===== src/rtl/slt_pkg.sv =====
package slt_pkg;

    // Outcome of one snooped commit beat against the local lines.
    typedef enum logic [1:0] {
        SNP_NONE   = 2'd0,
        SNP_VIOL   = 2'd1,
        SNP_INVAL  = 2'd2,
        SNP_UPDATE = 2'd3
    } snp_kind_e;

endpackage


===== src/rtl/slt_tag_match.sv =====
module slt_tag_match #(
    parameter int NUM_LINES = 8,
    parameter int ADDR_W    = 16
) (
    input  logic [NUM_LINES-1:0][ADDR_W-1:0] tags,
    input  logic [NUM_LINES-1:0]             valid,
    input  logic [ADDR_W-1:0]                addr,
    output logic [NUM_LINES-1:0]             hit
);

    for (genvar g = 0; g < NUM_LINES; g++) begin : g_cmp
        assign hit[g] = valid[g] && (tags[g] == addr);
    end

endmodule


===== src/rtl/slt_snoop_eval.sv =====
module slt_snoop_eval
    import slt_pkg::*;
#(
    parameter int NUM_LINES = 8,
    localparam int IDX_W = (NUM_LINES > 1) ? $clog2(NUM_LINES) : 1
) (
    input  logic [NUM_LINES-1:0] hit,
    input  logic [NUM_LINES-1:0] rd,
    input  logic                 has_data,
    output snp_kind_e            kind,
    output logic [IDX_W-1:0]     idx
);

    always_comb begin
        idx = '0;
        for (int i = NUM_LINES - 1; i >= 0; i--) begin
            if (hit[i]) begin
                idx = IDX_W'(i);
            end
        end
        if ((hit & rd) != '0) begin
            kind = SNP_VIOL;
        end else if (hit != '0) begin
            kind = has_data ? SNP_UPDATE : SNP_INVAL;
        end else begin
            kind = SNP_NONE;
        end
    end

endmodule


===== src/rtl/slt_tracker.sv =====
module slt_tracker
    import slt_pkg::*;
#(
    parameter int NUM_LINES = 8,
    parameter int ADDR_W    = 16,
    localparam int IDX_W = (NUM_LINES > 1) ? $clog2(NUM_LINES) : 1
) (
    input  logic                 clk,
    input  logic                 rst_n,
    input  logic                 fill_en,
    input  logic [IDX_W-1:0]     fill_idx,
    input  logic [ADDR_W-1:0]    fill_addr,
    input  logic                 acc_en,
    input  logic                 acc_wr,
    input  logic [ADDR_W-1:0]    acc_addr,
    input  logic                 grant_held,
    input  logic                 commit_done,
    input  logic                 restart,
    input  logic                 snp_en,
    input  logic                 snp_has_data,
    input  logic [ADDR_W-1:0]    snp_addr,
    output logic [NUM_LINES-1:0] line_valid,
    output logic [NUM_LINES-1:0] line_rd,
    output logic [NUM_LINES-1:0] line_mod,
    output logic                 violation,
    output logic                 wait_restart,
    output logic                 upd_en,
    output logic [IDX_W-1:0]     upd_idx
);

    typedef struct packed {
        logic [NUM_LINES-1:0]             valid;
        logic [NUM_LINES-1:0]             rd;
        logic [NUM_LINES-1:0]             mod;
        logic [NUM_LINES-1:0][ADDR_W-1:0] tag;
        logic                             wait_rs;
        logic                             viol;
        logic                             upd;
        logic [IDX_W-1:0]                 upd_idx;
    } state_t;

    state_t st_d, st_q;

    logic [NUM_LINES-1:0] acc_hit;
    logic [NUM_LINES-1:0] snp_hit;
    snp_kind_e            snp_kind;
    logic [IDX_W-1:0]     snp_idx;
    logic                 snp_act;

    slt_tag_match #(.NUM_LINES(NUM_LINES), .ADDR_W(ADDR_W)) u_acc_match (
        .tags  (st_q.tag),
        .valid (st_q.valid),
        .addr  (acc_addr),
        .hit   (acc_hit)
    );

    slt_tag_match #(.NUM_LINES(NUM_LINES), .ADDR_W(ADDR_W)) u_snp_match (
        .tags  (st_q.tag),
        .valid (st_q.valid),
        .addr  (snp_addr),
        .hit   (snp_hit)
    );

    slt_snoop_eval #(.NUM_LINES(NUM_LINES)) u_snp_eval (
        .hit      (snp_hit),
        .rd       (st_q.rd),
        .has_data (snp_has_data),
        .kind     (snp_kind),
        .idx      (snp_idx)
    );

    assign snp_act = snp_en && !grant_held && !st_q.wait_rs;

    always_comb begin
        st_d      = st_q;
        st_d.viol = 1'b0;
        st_d.upd  = 1'b0;

        if (restart) begin
            st_d.wait_rs = 1'b0;
        end

        if (fill_en) begin
            st_d.valid[fill_idx] = 1'b1;
            st_d.rd[fill_idx]    = 1'b0;
            st_d.mod[fill_idx]   = 1'b0;
            st_d.tag[fill_idx]   = fill_addr;
        end

        if (!st_q.wait_rs) begin
            if (commit_done) begin
                st_d.rd  = '0;
                st_d.mod = '0;
            end else if (acc_en) begin
                if (acc_wr) begin
                    st_d.mod = st_d.mod | acc_hit;
                end else begin
                    st_d.rd = st_d.rd | acc_hit;
                end
            end
        end

        if (snp_act) begin
            case (snp_kind)
                SNP_VIOL: begin
                    st_d.valid   = st_d.valid & ~st_d.mod;
                    st_d.rd      = '0;
                    st_d.mod     = '0;
                    st_d.wait_rs = 1'b1;
                    st_d.viol    = 1'b1;
                end
                SNP_INVAL: begin
                    st_d.valid = st_d.valid & ~snp_hit;
                    st_d.rd    = st_d.rd & ~snp_hit;
                    st_d.mod   = st_d.mod & ~snp_hit;
                end
                SNP_UPDATE: begin
                    st_d.upd     = 1'b1;
                    st_d.upd_idx = snp_idx;
                end
                default: begin
                end
            endcase
        end
    end

    always_ff @(posedge clk or negedge rst_n) begin
        if (!rst_n) begin
            st_q <= '0;
        end else begin
            st_q <= st_d;
        end
    end

    assign line_valid   = st_q.valid;
    assign line_rd      = st_q.rd;
    assign line_mod     = st_q.mod;
    assign violation    = st_q.viol;
    assign wait_restart = st_q.wait_rs;
    assign upd_en       = st_q.upd;
    assign upd_idx      = st_q.upd_idx;

endmodule


===== config.mk =====
export PLATFORM = sky130hd
export DESIGN_NAME = slt_tracker
export DESIGN_NICKNAME = d
export VERILOG_FILES = /design/src/rtl/slt_pkg.sv /design/src/rtl/slt_tag_match.sv /design/src/rtl/slt_snoop_eval.sv /design/src/rtl/slt_tracker.sv
export SDC_FILE = /design/constraint.sdc
export NUM_CORES = 1
export LEC_CHECK = 0
export ABC_AREA = 1
export BUFFER_PORTS_ARGS = -buffer_cell sky130_fd_sc_hd__clkbuf_2
export CORE_MARGIN = 2
export CORE_UTILIZATION = 50
export DETAILED_ROUTE_END_ITERATION = 6
export PLACE_DENSITY = 0.69
export SYNTH_ARGS = -nofsm -noshare
export SYNTH_HDL_FRONTEND = slang
export SYNTH_HIERARCHICAL = 1
export SYNTH_SLANG_ARGS = --single-unit
export TNS_END_PERCENT = 1

===== constraint.sdc =====
create_clock -name clk -period 7 [get_ports clk]
set_input_delay 0.7 -clock clk [delete_from_list [all_inputs] [get_ports clk]]
set_output_delay 0.7 -clock clk [all_outputs]
set_load 0.005 [all_outputs]

==> run_results.csv, run 1 <==
group,metric,value,unit
status,status,"finished clean",
setup_path,worstPathCellList,"clkbuf_2 > inv_2 > o22ai_1 > nor2_1 > nand3_1 > nor2_1 > nand2_1 > nand2_1 > inv_1 > nand3_1 > inv_1 > nand2_1 > inv_1 > ha_1 > nor2_1 > nand2_1 > a21oi_1",
timing,skew,7.07,ps
place,post-place-cells,1928,
global_routing,overflow,0,
flow_run,drv_cap,0,
route,drc_errors,0,
clock_network,htreeDepth,4,
setup_path,critPathMostFrequentCell,"nand2_1",
setup_path,cp_slowest_stage_delay,550,ps
synthesis,synth_nets,1704,
timing,worst_slew_pin_slew,906,ps
setup_path,reg2reg_slack,3780,ps
timing,setup_violations,0,
synthesis,syn_area_per_cell,6.46,um2
clock_network,cts_tree,"built",
setup_path,critPathKind,"input port to flop",
clock_network,cts_num_sinks,158,
clock_network,cts.repair.resized,0,
timing,setup_tns,0,ps
synthesis,async_flop_share,100,%
finish,diodes,0,
finish,area_growth,8.23,%
timing,relSlewSlack,39.6,%
clock_network,cts_root_buf,"clkbuf_16",
place,io_buffers,90,
synthesis,seq_area_frac_synth,37.3,%
setup_path,r2r.worst_path.cells,19,
clock_network,cts_setup_buffers,0,
synthesis,ys_types,30,
clock_network,clk_latency,430,ps
clock_network,hold_buffers,0,
synthesis,synth-compound-area-share,11.9,%
floorplan,core_area,0.0209,mm2
clock_network,clock_path_buffers,2,
global_routing,grt_pass1_wl,62200,um
timing,final_hold_viol_count,0,
setup_path,crit_arrival,3820,ps
finish,drive_above_1_share,11.3,%
synthesis,yosysWarnings,6,
timing,fin_crit_sh,49.4,%
floorplan,initial_core_util,50.7,%
floorplan,die_h,150,um
pwr,cellLeakagePower,0.00614,uW
setup_path,critical_path_required,7360,ps
route,vias,10900,
finish,layout.nets,1736,
synthesis,netlist_area,0.0106,mm2
clock_network,cts_buffers,17,
synthesis,synth_ff_type,"dfrtp_1",
pwr,p_per_area,258,mW/mm2
timing,fmax,289,MHz
synthesis,synthAdderAreaFrac,0.355,%
finish,final_common_cell,"nand2_1",
route,first_pass_iters,6,
synthesis,synth_enable_flop_cells,0,
route,drtIter0Drc,1332,
global_routing,first_global_vias,9680,
timing,drv_slew,0,
global_routing,antenna_found_initial,0,
setup_path,r2r_end,"line_valid[5]",
timing,grt_setup_unrepaired,"false",
finish,layout.cells.non_filler,1959,
synthesis,syn_inst,1640,
route,viasPerCell,5.56,
global_routing,grt_use_total,38.8,%
floorplan,ios,91,
place,hpwl,32500,um
route,final_antenna_net_count,0,
clock_network,path_clk_slew,70,ps
synthesis,synth_mux_area_share,0,%
timing,min_period,3460,ps
synthesis,synthSimpleGateAreaFrac,34.1,%
floorplan,die_x,150,um
finish,layout_common_cells,"651 x nand2_1, 189 x nor2_1, 158 x dfrtp_1",
setup_path,slowest_stage,"nor2_1",
place,gp_congestion,1.06,
setup_path,cp-end-kind,"flop",
synthesis,synth_xor_area_share,4.47,%
setup_path,worst-path-max-fanout,11,
pwr,finalPower,2960,uW
setup_path,start_kind,"input port",
route,wl,43200,um
route,drt-wirelength-per-cell,22.1,um
pwr,ir_drop,150,uV
place,dp_slack,3250,ps
synthesis,synth-seq-cells,158,
worst_hold_path,hold_path.class,"input port to asynchronous set/reset pin",
timing,setup_ws,3540,ps
floorplan,dieArea,0.0224,mm2
synthesis,synth_top_family_by_area,"simple AND/OR/NAND/NOR gates",
global_routing,grt_max_degree,91,
floorplan,row_count,53,
kinds of logic (layout without fill, tap and decap cells):
logic type	count (synthesis)	count (layout)
and+or+nand+nor	909	909
buffers and inverters	277	321
AOI/OAI and AO/OA	239	239
DFF	158	158
xor gates and xnor gates	54	54
adders and majority gates	3	3
where the power goes:
group	total (uW)	switching [uW]	internal (uW)
registers	1300	250	1050
clock network	908	429	479
logic	751	496	254
total	2960	1180	1790
per-layer routing:
| layer | GRT usage (%) | wire (um) | part of all wire (%) | up-vias |
|---|---|---|---|---|
| met2 | 55.0 | 18000 | 42 | 637 |
| met1 | 56.3 | 18700 | 43 | 5096 |
| met5 | 0 | 0 | 0 | - |
| li1 | - | - | - | 5073 |
| met3 | 9.97 | 4920 | 11 | 82 |
| met4 | 15.5 | 1620 | 3.7 | 0 |
Yosys cell counts, types with 8 or more instances:
cell	count	share of area, %
o22ai_1	27	1.6
inv_1	154	5.5
buf_4	29	2.1
xor2_1	54	4.5
buf_6	8	0.85
clkbuf_1	9	0.32
nand2_1	651	23
nor2_1	189	6.7
nand2_2	10	0.59
inv_2	32	1.1
nor3_1	10	0.47
o21ai_1	36	1.7
nand3_1	21	0.99
a21oi_1	16	0.76
nor2_2	14	0.83
clkinv_1	9	0.32
dfrtp_1	158	37
buf_2	36	1.7
o21ai_0	149	7.0
final cells by class:
class	instances	area, um2
fillers	2115	9430
repair buffers	95	494
well taps	275	344
multi-input cells	1205	5380
clock buffers	19	453
inverters	195	732
clock inverters	12	101
flip-flops and latches	158	3950
how the worst max path moves through the flow:
stage / slack (ps) / cells past startpoint / end / from
floorplan: 4200 / 22 / line_valid[2] / snp_addr[15]
global placement: 3270 / 18 / line_valid[4] / snp_addr[5]
detailed placement: 3250 / 17 / line_valid[5] / snp_addr[5]
CTS: 3700 / 17 / line_valid[5] / snp_addr[5]
global route: 3410 / 18 / line_valid[0] / snp_addr[5]
finish: 3540 / 17 / line_valid[5] / snp_addr[5]
stage by stage:
stage | area (um2) | hold slack, ps | utilization, %
5_1_grt | 11500 | 388 | 54.9
4_1_cts | 11500 | 351 | 54.9
6_report | 11500 | 305 | 54.9
2_1_floorplan | 10600 | 404 | -
3_3_place_gp | 10900 | 469 | 52.2
3_5_place_dp | 10900 | 479 | 52.2
critical path, delay by kind of cell:
family	cells	cell delay, ps
AND/OR/NAND/NOR	9	1880
buffers and inverters	5	650
AO/OA/AOI/OAI	2	390
adder cells (fa/ha/maj)	1	200
(Power assumes the default switching activity.)
==> inputs of run 2 (changes only) <==
clock period = 3.3 ns   (was 7 ns; I/O delays follow)
==> run 2 against run 1 <==
  * The flow now finishes with violations (design-rule violations)
  * Power increased by 120%
  * Routed wire length increased by 0.91%
  * Global-route usage increased by 0.97 points
  * Clock power increased by 120%
  * Via count increased by 1.3%
  * Sequential share of layout area decreased by 0.67 points
  * Setup slack got worse by 3300 ps
  * Critical path type is now flop to flop
  * Largest cell class unchanged
==> run_results.csv, run 2 (same netlist as run 1, synthesis figures left out) <==
group,metric,value,unit
floorplan,dieArea,0.0224,mm2
finish,final_common_cell,"nand2_1",
finish,utilization,55.9,%
setup_path,critPathKind,"flop to flop",
timing,timing.hold.ws,66.8,ps
global_routing,grt_pass1_wl,63800,um
setup_path,path_depth,19,
finish,diodes,0,
route,vias,11000,
route,first_pass_iters,7,
worst_hold_path,hold_start,"restart",
global_routing,antenna_found_initial,0,
route,highest_layer,"met4",
clock_network,cts_tree,"built",
setup_path,crit_buf_inv,5,
worst_hold_path,hold_depth,2,
global_routing,overflow,0,
global_routing,grt_use_total,39.8,%
floorplan,ios,91,
status,status,"finished with violations",
finish,layout.nets,1761,
route,drc_errors,2,
floorplan,die_h,150,um
floorplan,initial_core_util,50.7,%
route,met2_length,18300,um
timing,setup_violations,0,
setup_path,r2r.worst_path.cells,19,
setup_path,start_kind,"flop",
setup_path,crit_family,"simple AND/OR/NAND/NOR gates",
floorplan,row_count,53,
route,wl_met1,18600,um
route,wl,43600,um
floorplan,die_x,150,um
finish,fillerInstances,2176,
timing,worst_slew_pin_slew,806,ps
timing,drv_slew,0,
setup_path,crit_arrival,3330,ps
setup_path,reg2reg_slack,290,ps
place,gp_congestion,1.03,
global_routing,first_global_vias,9864,
timing,fmax,332,MHz
timing,final_hold_viol_count,0,
clock_network,path_clk_slew,70,ps
clock_network,cts_root_buf,"clkbuf_16",
route,drt-wirelength-per-cell,22.0,um
place,io_buffers,90,
worst_hold_path,min_to,"wait_restart",
finish,layout_common_cells,"651 x nand2_1, 188 x nor2_1, 158 x dfrtp_1",
flow_run,drv_cap,0,
setup_path,cp-end-kind,"flop",
setup_path,worstPathCellList,"inv_1 > nand2_1 > nand2_1 > nor2_1 > nand2_1 > nor2_1 > nand2_1 > nor2_2 > buf_4 > inv_2 > nand4_1 > nor2_1 > nor2_1 > ha_1 > inv_1 > nand2_1 > buf_4 > nor2_1 > a21oi_1",
route,viasPerCell,5.55,
setup_path,cp_slowest_stage_delay,510,ps
worst_hold_path,hold_path.class,"input port to flop",
clock_network,cts_buffers,17,
clock_network,cts_num_sinks,158,
route,dr_wl_met3,4990,um
pwr,ir_drop,472,uV
finish,area_growth,10.4,%
route,drtIter0Drc,1413,
setup_path,worst-path-max-fanout,8,
timing,fin_crit_sh,91.3,%
clock_network,cts_setup_buffers,0,
global_routing,grt_max_degree,75,
timing,skew,10.5,ps
pwr,cellLeakagePower,0.00629,uW
status,violations,"design-rule violations",
route,final_antenna_net_count,0,
setup_path,critical_path_required,3610,ps
finish,drive_above_1_share,12.6,%
timing,grt_setup_unrepaired,"false",
timing,setup_tns,0,ps
setup_path,slowest_stage,"dfrtp_1",
clock_network,clk_latency,440,ps
place,hpwl,33100,um
pwr,p_per_area,546,mW/mm2
clock_network,htreeDepth,4,
floorplan,core_area,0.0209,mm2
clock_network,clock_path_buffers,2,
setup_path,r2r_end,"line_valid[4]",
timing,relSlewSlack,46.1,%
timing,min_period,3010,ps
[run 2: cell types whose count changed in the layout (fill, tap and decap cells not counted), sizes merged]
cell / previous run / this run
buf: 6 / 30
clkinv: 11 / 14
clkinvlp: 5 / 1
dlygate4sd3: 0 / 1
inv: 191 / 193
[run 2: metrics by stage]
stage | power (uW) | instances | setup WS, ps | instance area (um2)
6_report | 6370 | 1985 | 288 | 11700
5_1_grt | 6670 | 1985 | 37.5 | 11700
4_1_cts | 6300 | 1985 | 371 | 11700
3_5_place_dp | 4340 | 1952 | 162 | 11100
3_3_place_gp | 4330 | 1952 | 201 | 11100
2_1_floorplan | 3630 | 1640 | 872 | 10600
[run 2: worst max-delay path by stage]
stage                 startpoint       endpoint
finish                      flop  line_valid[4]
global route                flop  line_valid[4]
CTS                         flop  line_valid[4]
detailed placement   snp_addr[7]  line_valid[4]
global placement     snp_addr[7]  line_valid[4]
floorplan           snp_addr[15]  line_valid[2]
[run 2: layout make-up]
class                      instances  area [um2]  share of cell area [%]
clock buffer                      19         443                    3.79
clock inverter                    13         120                    1.03
inverter                         195         732                    6.26
multi-input combinational       1205        5380                    46.1
sequential                       158        3950                    33.8
tap                              275         344                    2.94
timing repair buffer             120         709                    6.07
[run 2: report_power, final]
| part | switching [uW] | leakage (uW) | internal, uW |
|---|---|---|---|
| registers | 511 | 0.00199 | 2230 |
| logic | 1080 | 0.00402 | 575 |
| clock network | 959 | 0.000275 | 1020 |
[run 2: routing by layer]
metal / GRT usage (%) / vias to the layer above
met3: 9.76 / 69
met5: 0 / -
met2: 57.3 / 642
met4: 15.4 / 0
li1: - / 5135
met1: 57.5 / 5179
[run 2: timing repair]
action                     CTS  global route
resized for setup            0             1
setup endpoints to repair    0            11
hold endpoints to repair    72             0
hold buffers                 1             0
==> inputs of run 3 (changes only) <==
ABC_AREA = 0   (was 1)
==> run 3 against run 2 <==
  * The flow now finishes without violations
  * Critical endpoint is now line_valid[2]
  * Cell count shrank 33%
  * Routed wire length shrank 28%
  * Largest power group unchanged
  * Critical path depth shrank 4
  * Synthesized cell count shrank 42%
  * Flip-flop and latch count is the same
  * Sequential share of layout area grew 1.0 points
==> run_results.csv, run 3 <==
group,metric,value,unit
status,status,"finished clean",
global_routing,met2_usage,50.0,%
clock_network,cts_tree,"built",
setup_path,critPathKind,"flop to flop",
synthesis,yosysTopAreaCell,"dfrtp_1",
route,final_antenna_net_count,0,
route,drtIter0Drc,645,
route,drc_errors,0,
route,drt-wirelength-per-cell,23.6,um
floorplan,core_area,0.0195,mm2
place,gp_congestion,0.948,
floorplan,dieArea,0.0210,mm2
clock_network,clk_latency,430,ps
global_routing,grt_use_total,31.2,%
synthesis,syn_inst,955,
finish,layout_common_cells,"192 x xnor2_1, 161 x nand2_1, 157 x dfrtp_1",
synthesis,synthSimpleGateAreaFrac,16.0,%
synthesis,yosysWarnings,6,
synthesis,synth-compound-area-share,4.59,%
synthesis,ys_types,38,
global_routing,use_met3,6.32,%
floorplan,ios,91,
place,placed_area,0.0106,mm2
global_routing,antenna_found_initial,1,
synthesis,post-synth-top-area-fraction,39.9,%
synthesis,synth_mux_area_share,9.44,%
timing,drv_slew,0,
pwr,p_per_area,537,mW/mm2
pwr,ir_drop,381,uV
clock_network,path_clk_slew,70,ps
synthesis,ys_top_cells_by_count,"192 x xnor2_1, 161 x nand2_1, 158 x dfrtp_1, 83 x mux2_2, 64 x xor2_1",
synthesis,async_flop_share,100,%
global_routing,first_global_vias,7727,
timing,final_hold_viol_count,0,
flow_run,drv_cap,0,
clock_network,cts_buffers,17,
clock_network,clock_path_buffers,2,
finish,final_common_cell,"xnor2_1",
timing,timing.hold.ws,146,ps
synthesis,synth_nets,1019,
synthesis,synth_top_family_by_area,"XOR/XNOR gates",
global_routing,grt_max_degree,80,
place,io_buffers,90,
setup_path,crit_arrival,3570,ps
global_routing,overflow,0,
route,first_pass_iters,5,
clock_network,cts_num_sinks,158,
setup_path,start_kind,"flop",
timing,worst_slew_pin_slew,1030,ps
route,wl,31400,um
finish,layout.nets,1116,
setup_path,cp-end-kind,"flop",
synthesis,synth_most_common_cell,"xnor2_1",
synthesis,synth_ff_type,"dfrtp_1",
global_routing,grt_pass1_wl,47000,um
global_routing,busiest_layer,"met2",
clock_network,htreeDepth,4,
synthesis,netlist_area,0.00991,mm2
finish,drive_above_1_share,29.8,%
pwr,cellLeakagePower,0.00489,uW
route,vias,7710,
route,viasPerCell,5.80,
clock_network,cts_root_buf,"clkbuf_16",
setup_path,critical_path_required,3620,ps
synthesis,seq_area_frac_synth,39.9,%
synthesis,synth_xor_area_share,22.6,%
timing,fin_crit_sh,98.6,%
synthesis,syn_area_per_cell,10.4,um2
synthesis,synthAdderAreaFrac,0.379,%
timing,min_period,3250,ps
setup_path,worst-path-max-fanout,5,
floorplan,row_count,51,
global_routing,use_met1,39.7,%
floorplan,die_h,145,um
floorplan,die_x,145,um
place,hpwl,22600,um
synthesis,synth-seq-cells,158,
timing,skew,8.46,ps
finish,area_growth,14.5,%
timing,relSlewSlack,30.7,%
timing,grt_setup_unrepaired,"true",
floorplan,initial_core_util,50.9,%
finish,design_area,0.0113,mm2
timing,fmax,307,MHz
timing,setup_violations,0,
finish,diodes,0,
synthesis,synth_enable_flop_cells,0,
synthesis,synth_area_leaders,"dfrtp_1 40%, xnor2_1 17%, mux2_2 9.4%",
worst_hold_path,hold_path.class,"input port to flop",
==> run 3: final timing paths <==
path	start	endpoint	slack, ps	depth (start not counted)
setup / recovery	flop	line_valid[2]	50	15
hold / removal	restart	wait_restart	150	3
setup reg to reg	flop	line_valid[2]	50	15
hold reg to reg	upd_idx[2]	upd_idx[2]	520	1
max in group asynchronous	rst_n	asynchronous set/reset pin	1890	3
min in group asynchronous	rst_n	asynchronous set/reset pin	530	2
==> run 3: metrics by stage <==
step                setup WS, ps  util (%)  total power [uW]  TNS, ps  cells
floorplan                   13.5         -              3730        0    955
global placement           -59.3      54.7              4170     -288   1287
detailed placement          -146      54.7              4210    -1280   1287
CTS                        0.456      57.9              6070        0   1325
global route               -91.5      58.3              6330    -1060   1330
finish                      45.8      58.3              6090        0   1330
==> run 3: cell families after synthesis <==
logic type,count (synthesis)
muxes,83
adders and majority gates,3
DFF,158
buffers and inverters,102
AOI/OAI and AO/OA,59
and+or+nand+nor,294
xor gates and xnor gates,256
==> run 3: cell type report <==
type | count | area (um2)
Multi-Input combinational cell | 695 | 5410
Timing Repair Buffer | 171 | 1070
Clock inverter | 13 | 109
Clock buffer | 19 | 433
Sequential cell | 158 | 3960
Inverter | 9 | 33.8
Tap cell | 265 | 332
Fill cell | 1703 | 8120
==> run 3: report_power, final <==
part / internal, uW / leakage (uW) / switching [uW] / total [uW]
Clock: 979 / 0.000250 / 865 / 1840
Combinational: 795 / 0.00270 / 785 / 1580
Sequential: 2270 / 0.00194 / 397 / 2670
==> run 3: what timing repair did <==
| item | CTS | global route |
|---|---|---|
| gates resized for setup | 7 | 12 |
| endpoints found under the setup margin | 14 | 23 |
| gates cloned | 1 | 0 |
| pin swaps | 10 | 17 |
| setup buffers | 4 | 5 |
| endpoints found under the hold margin | 35 | 0 |
| hold buffers | 1 | 0 |
==> run 3: critical path, cell delays in order, from the launching register on <==
cell and delay [ps]:
dfrtp_1 420, xor2_1 300, nor4_1 90, buf_4 150, nand4_1 130, nor4_4 70
buf_4 150, nor4_4 360, nand2_1 110, a21o_1 220, inv_2 70, ha_4 200
nor4b_4 270, buf_2 220, o21ai_0 90, o31a_1 290
==> run 3: per-layer routing <==
metal | wire length [um] | up-vias
li1 | - | 3403
met1 | 12700 | 3842
met2 | 14400 | 372
met3 | 2500 | 93
met4 | 1840 | 0
met5 | 0 | -
